`src/rtl/hbus_pkg.sv`:
```
// Shared definitions for the host bus front end.
// Assumes: nothing beyond SystemVerilog 2017 packages.
package hbus_pkg;

    // Synchronous transfer pacing selected by the mode input.
    typedef enum logic {
        PACE_SINGLE = 1'b0,   // one transfer per cycle-marker stretch
        PACE_STREAM = 1'b1    // one transfer per clock while marked
    } pace_t;

    // Maps the active-low mode pin onto the pacing type.
    function automatic pace_t pace_from_pin(input logic mode_n);
        return mode_n ? PACE_STREAM : PACE_SINGLE;
    endfunction

endpackage

```
`src/rtl/hbus_rst_filter.sv`:
```
// Reset glitch filter: asserts the internal active-low reset only after the
// raw reset has been sampled low on CYCLES consecutive clock edges.
// Assumes: CYCLES >= 1 and clk is free-running while reset is applied.
module hbus_rst_filter #(
    parameter int CYCLES = 5
) (
    input  logic clk,
    input  logic rst_n_raw,
    output logic rst_n
);
    localparam int CNT_W = $clog2(CYCLES + 1);
    localparam logic [CNT_W-1:0] CNT_MAX = CNT_W'(CYCLES);

    logic [CNT_W-1:0] low_cnt;

    // Count consecutive low samples, saturating at the threshold.
    always_ff @(posedge clk) begin
        if (rst_n_raw) begin
            low_cnt <= '0;
        end else if (low_cnt != CNT_MAX) begin
            low_cnt <= low_cnt + 1'b1;
        end
    end

    // Reset is in force while the count sits at the threshold.
    assign rst_n = (low_cnt != CNT_MAX);

endmodule

```
`src/rtl/hbus_addr_latch.sv`:
```
// Address capture stage: loads the address and address enable when the
// sampled strobe goes from low to high, or passes them straight through
// when LATCH_EN is 0.
// Assumes: strobe and address are synchronous to clk.
module hbus_addr_latch #(
    parameter int ADDR_HI  = 15,
    parameter bit LATCH_EN = 1'b1
) (
    input  logic             clk,
    input  logic             rst_n,
    input  logic [ADDR_HI:1] addr,
    input  logic             aen,
    input  logic             stb_n,
    output logic [ADDR_HI:1] cap_addr,
    output logic             cap_aen
);
    generate
        if (LATCH_EN) begin : g_latched
            logic             stb_q;
            logic             load;
            logic [ADDR_HI:1] addr_q;
            logic             aen_q;

            // Low-to-high strobe transition seen across two samples.
            assign load = !stb_q && stb_n;

            // Track the previous strobe sample.
            always_ff @(posedge clk) begin
                if (!rst_n) begin
                    stb_q <= 1'b1;
                end else begin
                    stb_q <= stb_n;
                end
            end

            // Capture address and qualifier on the strobe transition.
            always_ff @(posedge clk) begin
                if (!rst_n) begin
                    addr_q <= '0;
                    aen_q  <= 1'b1;
                end else if (load) begin
                    addr_q <= addr;
                    aen_q  <= aen;
                end
            end

            assign cap_addr = addr_q;
            assign cap_aen  = aen_q;
        end else begin : g_transparent
            assign cap_addr = addr;
            assign cap_aen  = aen;
        end
    endgenerate

endmodule

```
`src/rtl/hbus_window_match.sv`:
```
// Window comparator: reports a hit when the qualifier is low and the upper
// address bits equal the programmed base.
// Assumes: the base is held steady by its owner.
module hbus_window_match #(
    parameter int BASE_W = 12
) (
    input  logic [BASE_W-1:0] base,
    input  logic [BASE_W-1:0] upper,
    input  logic              aen,
    output logic              hit
);
    // Combined qualifier and equality compare.
    always_comb begin
        hit = !aen && (upper == base);
    end

endmodule

```
`src/rtl/hbus_xfer_ctrl.sv`:
```
// Transfer generator: turns sampled cycle markers into registered write or
// read pulses with byte-lane strobes and the register index.
// Assumes: dev_sel and reg_idx come from the capture stage of the same clock.
module hbus_xfer_ctrl
    import hbus_pkg::*;
#(
    parameter int LANES = 4,
    parameter int IDX_W = 3
) (
    input  logic             clk,
    input  logic             rst_n,
    input  logic             cyc_n,
    input  logic             wr_rd,
    input  logic             mode_n,
    input  logic             dcs_n,
    input  logic [LANES-1:0] be_n,
    input  logic             dev_sel,
    input  logic [IDX_W-1:0] reg_idx,
    output logic             xfer_wr,
    output logic             xfer_rd,
    output logic [LANES-1:0] xfer_lanes,
    output logic [IDX_W-1:0] xfer_idx
);
    pace_t            pace;
    logic             cyc_q;
    logic             qualified;
    logic             fire;
    logic [LANES-1:0] lane_sel;

    assign pace = pace_from_pin(mode_n);

    // Per-lane select: burst data select overrides the byte enable.
    generate
        for (genvar i = 0; i < LANES; i++) begin : g_lane
            assign lane_sel[i] = !dcs_n || !be_n[i];
        end
    endgenerate

    // Decide whether the present edge launches a transfer.
    always_comb begin
        qualified = dev_sel || !dcs_n;
        fire      = 1'b0;
        if (!cyc_n && qualified) begin
            unique case (pace)
                PACE_STREAM: fire = 1'b1;
                PACE_SINGLE: fire = cyc_q;
                default:     fire = 1'b0;
            endcase
        end
    end

    // Remember the previous cycle-marker sample for single pacing.
    always_ff @(posedge clk) begin
        if (!rst_n) begin
            cyc_q <= 1'b1;
        end else begin
            cyc_q <= cyc_n;
        end
    end

    // Register the transfer pulse and its attributes.
    always_ff @(posedge clk) begin
        if (!rst_n) begin
            xfer_wr    <= 1'b0;
            xfer_rd    <= 1'b0;
            xfer_lanes <= '0;
            xfer_idx   <= '0;
        end else begin
            xfer_wr    <= fire && wr_rd;
            xfer_rd    <= fire && !wr_rd;
            xfer_lanes <= fire ? lane_sel : '0;
            xfer_idx   <= fire ? reg_idx : '0;
        end
    end

endmodule

```
`src/rtl/hbus_front.sv`:
```
// Host bus front end: reset filter, address capture, live and captured
// window decode, and synchronous transfer generation.
// Assumes: all bus inputs are synchronous to clk; base_addr is quasi-static.
module hbus_front #(
    parameter int ADDR_HI    = 15,
    parameter int IDX_W      = 3,
    parameter int DATA_W     = 32,
    parameter int RST_CYCLES = 5,
    parameter bit LATCH_EN   = 1'b1
) (
    input  logic                         clk,
    input  logic                         rst_n_raw,
    input  logic [ADDR_HI-IDX_W-1:0]     base_addr,
    input  logic [ADDR_HI:1]             addr,
    input  logic                         aen,
    input  logic                         addr_stb_n,
    input  logic [DATA_W/8-1:0]          be_n,
    input  logic                         data_cs_n,
    input  logic                         cyc_n,
    input  logic                         wr_rd,
    input  logic                         mode_n,
    output logic                         live_sel,
    output logic                         dev_sel,
    output logic [IDX_W-1:0]             reg_idx,
    output logic                         xfer_wr,
    output logic                         xfer_rd,
    output logic [DATA_W/8-1:0]          xfer_lanes,
    output logic [IDX_W-1:0]             xfer_idx
);
    localparam int BASE_W = ADDR_HI - IDX_W;
    localparam int LANES  = DATA_W / 8;

    logic             rst_n;
    logic [ADDR_HI:1] cap_addr;
    logic             cap_aen;

    hbus_rst_filter #(
        .CYCLES (RST_CYCLES)
    ) u_rst (
        .clk       (clk),
        .rst_n_raw (rst_n_raw),
        .rst_n     (rst_n)
    );

    hbus_addr_latch #(
        .ADDR_HI  (ADDR_HI),
        .LATCH_EN (LATCH_EN)
    ) u_latch (
        .clk      (clk),
        .rst_n    (rst_n),
        .addr     (addr),
        .aen      (aen),
        .stb_n    (addr_stb_n),
        .cap_addr (cap_addr),
        .cap_aen  (cap_aen)
    );

    hbus_window_match #(
        .BASE_W (BASE_W)
    ) u_live_match (
        .base  (base_addr),
        .upper (addr[ADDR_HI:IDX_W+1]),
        .aen   (aen),
        .hit   (live_sel)
    );

    hbus_window_match #(
        .BASE_W (BASE_W)
    ) u_cap_match (
        .base  (base_addr),
        .upper (cap_addr[ADDR_HI:IDX_W+1]),
        .aen   (cap_aen),
        .hit   (dev_sel)
    );

    assign reg_idx = cap_addr[IDX_W:1];

    hbus_xfer_ctrl #(
        .LANES (LANES),
        .IDX_W (IDX_W)
    ) u_xfer (
        .clk        (clk),
        .rst_n      (rst_n),
        .cyc_n      (cyc_n),
        .wr_rd      (wr_rd),
        .mode_n     (mode_n),
        .dcs_n      (data_cs_n),
        .be_n       (be_n),
        .dev_sel    (dev_sel),
        .reg_idx    (reg_idx),
        .xfer_wr    (xfer_wr),
        .xfer_rd    (xfer_rd),
        .xfer_lanes (xfer_lanes),
        .xfer_idx   (xfer_idx)
    );

endmodule

```
`config.mk`:
```
export PLATFORM = sky130hd
export DESIGN_NAME = hbus_front
export DESIGN_NICKNAME = d
export VERILOG_FILES = /design/src/rtl/hbus_pkg.sv /design/src/rtl/hbus_rst_filter.sv /design/src/rtl/hbus_addr_latch.sv /design/src/rtl/hbus_window_match.sv /design/src/rtl/hbus_xfer_ctrl.sv /design/src/rtl/hbus_front.sv
export SDC_FILE = /design/constraint.sdc
export NUM_CORES = 1
export LEC_CHECK = 0
export ABC_CLOCK_PERIOD_IN_PS = 1500
export BUFFER_PORTS_ARGS = -buffer_cell sky130_fd_sc_hd__buf_2
export CAP_MARGIN = 10
export CORE_MARGIN = 2
export CORE_UTILIZATION = 40
export CTS_CLUSTER_SIZE = 25
export DETAILED_ROUTE_END_ITERATION = 10
export PLACE_DENSITY_LB_ADDON = 0.25
export SLEW_MARGIN = 30
export SYNTH_ARGS = -nofsm -noshare
export SYNTH_HDL_FRONTEND = slang
export SYNTH_SLANG_ARGS = --single-unit
```
`constraint.sdc`:
```
create_clock -name clk -period 1.5 [get_ports clk]
set_input_delay 0.075 -clock clk [delete_from_list [all_inputs] [get_ports clk]]
set_output_delay 0.075 -clock clk [all_outputs]
set_load 0.005 [all_outputs]
```
Word level (Yosys, flattened, before mapping) --
Index checks and enable logic that the tools add are counted.
Storage, ports and cells: word-level logic and storage cells 39, register bits 30, bits of input ports 39, output and inout port bits 14
Operators by class: eq/ne operators 3, reduce and logical (&&, ||, !) cells 22, muxes and demuxes 3, bitwise gates (word level) 1, add/subtract/negate cells 1
Operator list (count):
- == test 12 bit | 2
- zero test 1 bit | 10
- logical AND 1 bit | 6
- logical OR 1 bit | 5
- adder 3 x 1 -> 3 bit (second input constant) | 1
- != test 3 bit (second input constant) | 1
- 2-to-1 mux 1 bit | 2
- case mux 1 bit (2 select lines) | 1
- AND reduction 2 bit | 1
- inverter 1 bit | 1

Longest topological paths before layout --
depth in word-level cells 6, gate-level depth with buffers 7, gate-level depth less buffers 6

Hierarchy --
A second synthesis with hierarchy kept.
Second synthesis, totals: cells, all modules 152, area, all modules 1506.4 um^2
By module, submodules not included:
- hbus_addr_latch | cells each 72, sequential area each 340.3 um^2, area an instance 693.2 um^2, times used 1
- hbus_xfer_ctrl | cells each 31, sequential area each 200.2 um^2, area an instance 387.9 um^2, times used 1
- hbus_window_match | cells each 17, sequential area each 0.0 um^2, area an instance 135.1 um^2, times used 2
- hbus_rst_filter | cells each 15, sequential area each 60.1 um^2, area an instance 155.1 um^2, times used 1

Worst setup path after synthesis --
OpenSTA, ideal clock, no wires.
kind register to register, start reg u_rst.low_cnt[1], end reg u_xfer.xfer_rd, library setup time 0.086 ns, path buffers 1, path slack -0.047 ns, cell stages (with the launch flop) 7, arrival time 1.461 ns, data required time 1.414 ns, path through dfxtp_1 > inv_1 > ha_1 > and2_1 > clkbuf_1 > or3_1 > a211oi_1
Between the ends: word-level cells in the longest chain between the ends 1
Ends and longest elaborated chain:
- from (decl) | line hbus_rst_filter.sv:14 | logic [CNT_W-1:0] low_cnt;
- from (signal assigned) | line hbus_rst_filter.sv:21 | low_cnt <= low_cnt + 1'b1;
- != test 3 bit | line hbus_rst_filter.sv:26 | assign rst_n = (low_cnt != CNT_MAX);
- to (signal assigned) | line hbus_xfer_ctrl.sv:70 | xfer_rd <= fire && !wr_rd;
- to (decl) | line hbus_xfer_ctrl.sv:20 | output logic xfer_rd,
No other way between the ends. A chain may end at the register's enable or synchronous reset.

Worst setup path in the final report --
start reg u_latch.g_latched.addr_q (netlist bit u_latch.cap_addr[10]), end reg u_xfer.xfer_lanes[3]
Between the ends: word-level cells in the longest chain between the ends 6
Ends and longest elaborated chain:
- from (decl) | line hbus_addr_latch.sv:21 | logic [ADDR_HI:1] addr_q;
- from (signal assigned) | line hbus_addr_latch.sv:42 | addr_q <= addr;
- == test 12 bit | line hbus_window_match.sv:14 | hit = !aen && (upper == base);
- logical AND 1 bit | line hbus_window_match.sv:14
- logical OR 1 bit | line hbus_xfer_ctrl.sv:41 | qualified = dev_sel || !dcs_n;
- logical AND 1 bit | line hbus_xfer_ctrl.sv:43 | if (!cyc_n && qualified) begin
- 2-to-1 mux 1 bit | line hbus_xfer_ctrl.sv:43
- AND reduction 2 bit (no source line)
- to (signal assigned) | line hbus_xfer_ctrl.sv:71 | xfer_lanes <= fire ? lane_sel : '0;
- to (decl) | line hbus_xfer_ctrl.sv:21 | output logic [LANES-1:0] xfer_lanes,
No other way between the ends.

==> impl_metrics.ini <==
[placed_design]
place_hpwl_um = 2350
placed_area_sq_um = 1660
finalWeightedCongestion = 0.809
port_buffers = 52

[global_route]
globalRouteOverflowTotal = 0
grt_use_total = 0.183
grt_max_degree = 17
grt_pass1_wl_um = 4950
grt_pass1_vias = 1170
antenna_found_initial = 0

[final_layout]
multi_input_area_sq_um = 736
fin_area_sq_um = 1940
diodes = 0
fill_cells = 291
ff_latch_area_sq_um = 606
nets = 267
drive_gt1_frac = 0.372
utilization = 0.627
syn_to_final_growth_pct = 46.3

[run_status]
violations = negative setup slack
status = finished, violations left

[yosys]
synthCells = 155
avgSynthCellArea_sq_um = 8.57
synth_warnings = 0
netlist_area_sq_um = 1330
ys_types = 22
ys_seq_area_frac = 0.452
syn_nets = 196
ys_seq_elements = 30

[critical_path]
crit_fanout = 5
r2r_cells = 6
worstPathArrival_ns = 1.82
critPathKind = register to register
rrSetupSlack_ns = -0.09
critical_path_required_ns = 1.73
worstReg2RegEnd = u_xfer.xfer_lanes[3]$_SDFF_PN0_
rr_startpoint = u_latch.cap_addr[10]$_SDFFE_PN0P_
worstSetupStartpointType = register
cp-end-kind = register

[timing]
grt_setup_unrepaired = true
finalCritPeriodShare = 1.06
finalClockSkew_ns = 0.00996
period_minus_slack_ns = 1.59
finalMaxSlewViolations = 0
hold_slack_ns = 0.00721
slew_headroom = 0.591
worst_pin_slew_ns = 0.613
clock.fmax_mhz = 627
setup_viol = 7
setup_slack_ns = -0.0941
finalHoldViolCount = 0

[floorplanning]
dieHeight_um = 61.6
start_util = 0.428
die_area_sq_um = 3800
boundaryPins = 53
dieWidth_um = 61.6
core-area_sq_um = 3100
rows = 20

[clocking]
cts.sinks = 30
clockRootBuffer = clkbuf_4
cts_buffer_depth = 2
clock_latency_ns = 0.32
cts_tree = done
cts.clk_slew.worst_paths_ns = 0.09
cts_buffers = 5
htree_levels = 2

[worst_hold_path]
min_to = u_latch.cap_addr[10]$_SDFFE_PN0P_
hp-start = addr[10]
hold_depth = 3
hp-class = input port to register

[drt]
drt-total-wl_um = 3240
vias = 1272
wl_per_cell_um = 12.0
drcViolationCount = 0
ant_nets = 0
vias_per_cell = 4.71
drt_first_pass_iters = 4
first_iter_violations = 49

[power_and_ir_drop]
p_leak_nw = 0.908
power_density_nw_per_um2 = 1030
vdd_drop_max_mv = 0.608
finalPower_mw = 2.00

[flow_run]
drv_cap = 0
Yosys cell counts:
library cell	count	share of area
nand2_1	38	0.11
ha_1	2	0.019
nor2_1	6	0.017
or3_1	1	0.0047
nor4_2	2	0.019
nand2b_1	4	0.019
a211oi_1	2	0.011
xor2_1	17	0.11
clkbuf_1	6	0.017
and2_1	1	0.0047
inv_1	2	0.0057
o31ai_1	4	0.023
nand3_1	1	0.0038
nand4_1	2	0.0094
dfxtp_1	30	0.45
nor4_1	2	0.0094
nor3_1	3	0.011
nor2b_1	1	0.0047
a21oi_1	19	0.072
nand4_2	1	0.0094
xnor2_1	8	0.053
buf_4	3	0.017
worst max path at each step:
stage,end,depth (start not counted),startpoint
2_1_floorplan,u_xfer.xfer_lanes[0]$_SDFF_PN0_,6,u_rst.low_cnt[1]$_SDFFE_PP0P_
3_3_place_gp,u_xfer.xfer_lanes[0]$_SDFF_PN0_,4,u_latch.cap_addr[10]$_SDFFE_PN0P_
3_5_place_dp,u_xfer.xfer_lanes[0]$_SDFF_PN0_,4,u_latch.cap_addr[10]$_SDFFE_PN0P_
4_1_cts,dev_sel,5,u_latch.cap_addr[13]$_SDFFE_PN0P_
5_1_grt,u_xfer.xfer_lanes[3]$_SDFF_PN0_,6,u_latch.cap_addr[10]$_SDFFE_PN0P_
6_report,u_xfer.xfer_lanes[3]$_SDFF_PN0_,6,u_latch.cap_addr[10]$_SDFFE_PN0P_
cells in the final DEF, fill, tap and decap left out:
cell           count
inv_1              1
o31ai_2            3
inv_2              1
and2_4             1
clkbuf_8           1
nor3_2             1
nand2_1           38
nand2b_1           4
o31ai_1            1
nor3_1             2
a211oi_2           1
dfxtp_2            4
nor2_1             6
or3_4              1
clkbuf_4           5
nor4_1             2
xor2_1            17
ha_4               1
dfxtp_1           26
a21oi_1           17
a211oi_1           1
a21oi_2            2
nor4_2             2
nand4_1            2
dlygate4sd3_1     15
nor2b_1            1
xnor2_1            7
nand3_1            1
buf_4              5
buf_2             52
buf_6              1
bufinv_16          1
xnor2_2            1
nand4_2            1
ha_1               1
sequential cells by signal, indices dropped and copies added (netlist names):
register,count
u_xfer.xfer_lanes,4
u_xfer.cyc_q,1
u_rst.low_cnt,3
u_xfer.xfer_wr,1
u_latch.cap_addr,15
u_latch.g_latched.stb_q,1
u_xfer.xfer_idx,3
u_latch.cap_aen,1
u_xfer.xfer_rd,1
through the flow:
stage | setup TNS [ns] | cells | setup WS, ns
final | -0.311 | 270 | -0.0941
after CTS | -0.0565 | 269 | -0.0552
after floorplan | 0 | 155 | 0.00639
after global routing | -0.862 | 270 | -0.161
after detailed placement | -0.0342 | 246 | -0.0302
after global placement | 0 | 246 | 0.0451
area by class of cell:
| class | count | share of cell area |
|---|---|---|
| Clock buffer | 6 | 0.0264 |
| Clock inverter | 1 | 0.0154 |
| Inverter | 2 | 0.00386 |
| Multi-Input combinational cell | 114 | 0.378 |
| Sequential cell | 30 | 0.311 |
| Tap cell | 44 | 0.0283 |
| Timing Repair Buffer | 73 | 0.236 |
routing by layer:
layer,routed length [um],part of all wire,up-vias,track usage
li1,-,-,647,-
met1,1310,0.40,575,0.192
met2,1730,0.53,42,0.338
met3,156,0.048,8,0.0525
met4,49,0.015,0,0.0729
met5,0,0,-,0
worst max-delay path, stage by stage (launching register included):
cell and delay (ns):
dfxtp_2 0.33, xor2_1 0.16, nor4_2 0.32, nand4_2 0.16
buf_4 0.17, buf_6 0.13, o31ai_1 0.24
report_power, final:
group          total (mW)  switching (mW)  internal [mW]  leakage (nW)
clock network       0.645           0.257          0.388        0.0443
registers           0.959          0.0605          0.899         0.251
logic               0.398           0.190          0.208         0.613
kinds of logic after synthesis:
logic type | share of synthesized area
AOI/OAI and AO/OA | 0.105
xor gates and xnor gates | 0.165
adders and majority gates | 0.0188
buffers and inverters | 0.0395
DFF | 0.452
and+or+nand+nor | 0.219
timing repair:
action / CTS / global route
cloned: 0 / 1
hold buffers: 15 / 0
buffers inserted: 1 / 1
gates resized for setup: 1 / 9
setup endpoints to repair: 5 / 7
pin swaps: 2 / 3
hold endpoints to repair: 20 / 0
Note: power is estimated with default switching activity, not from simulation.
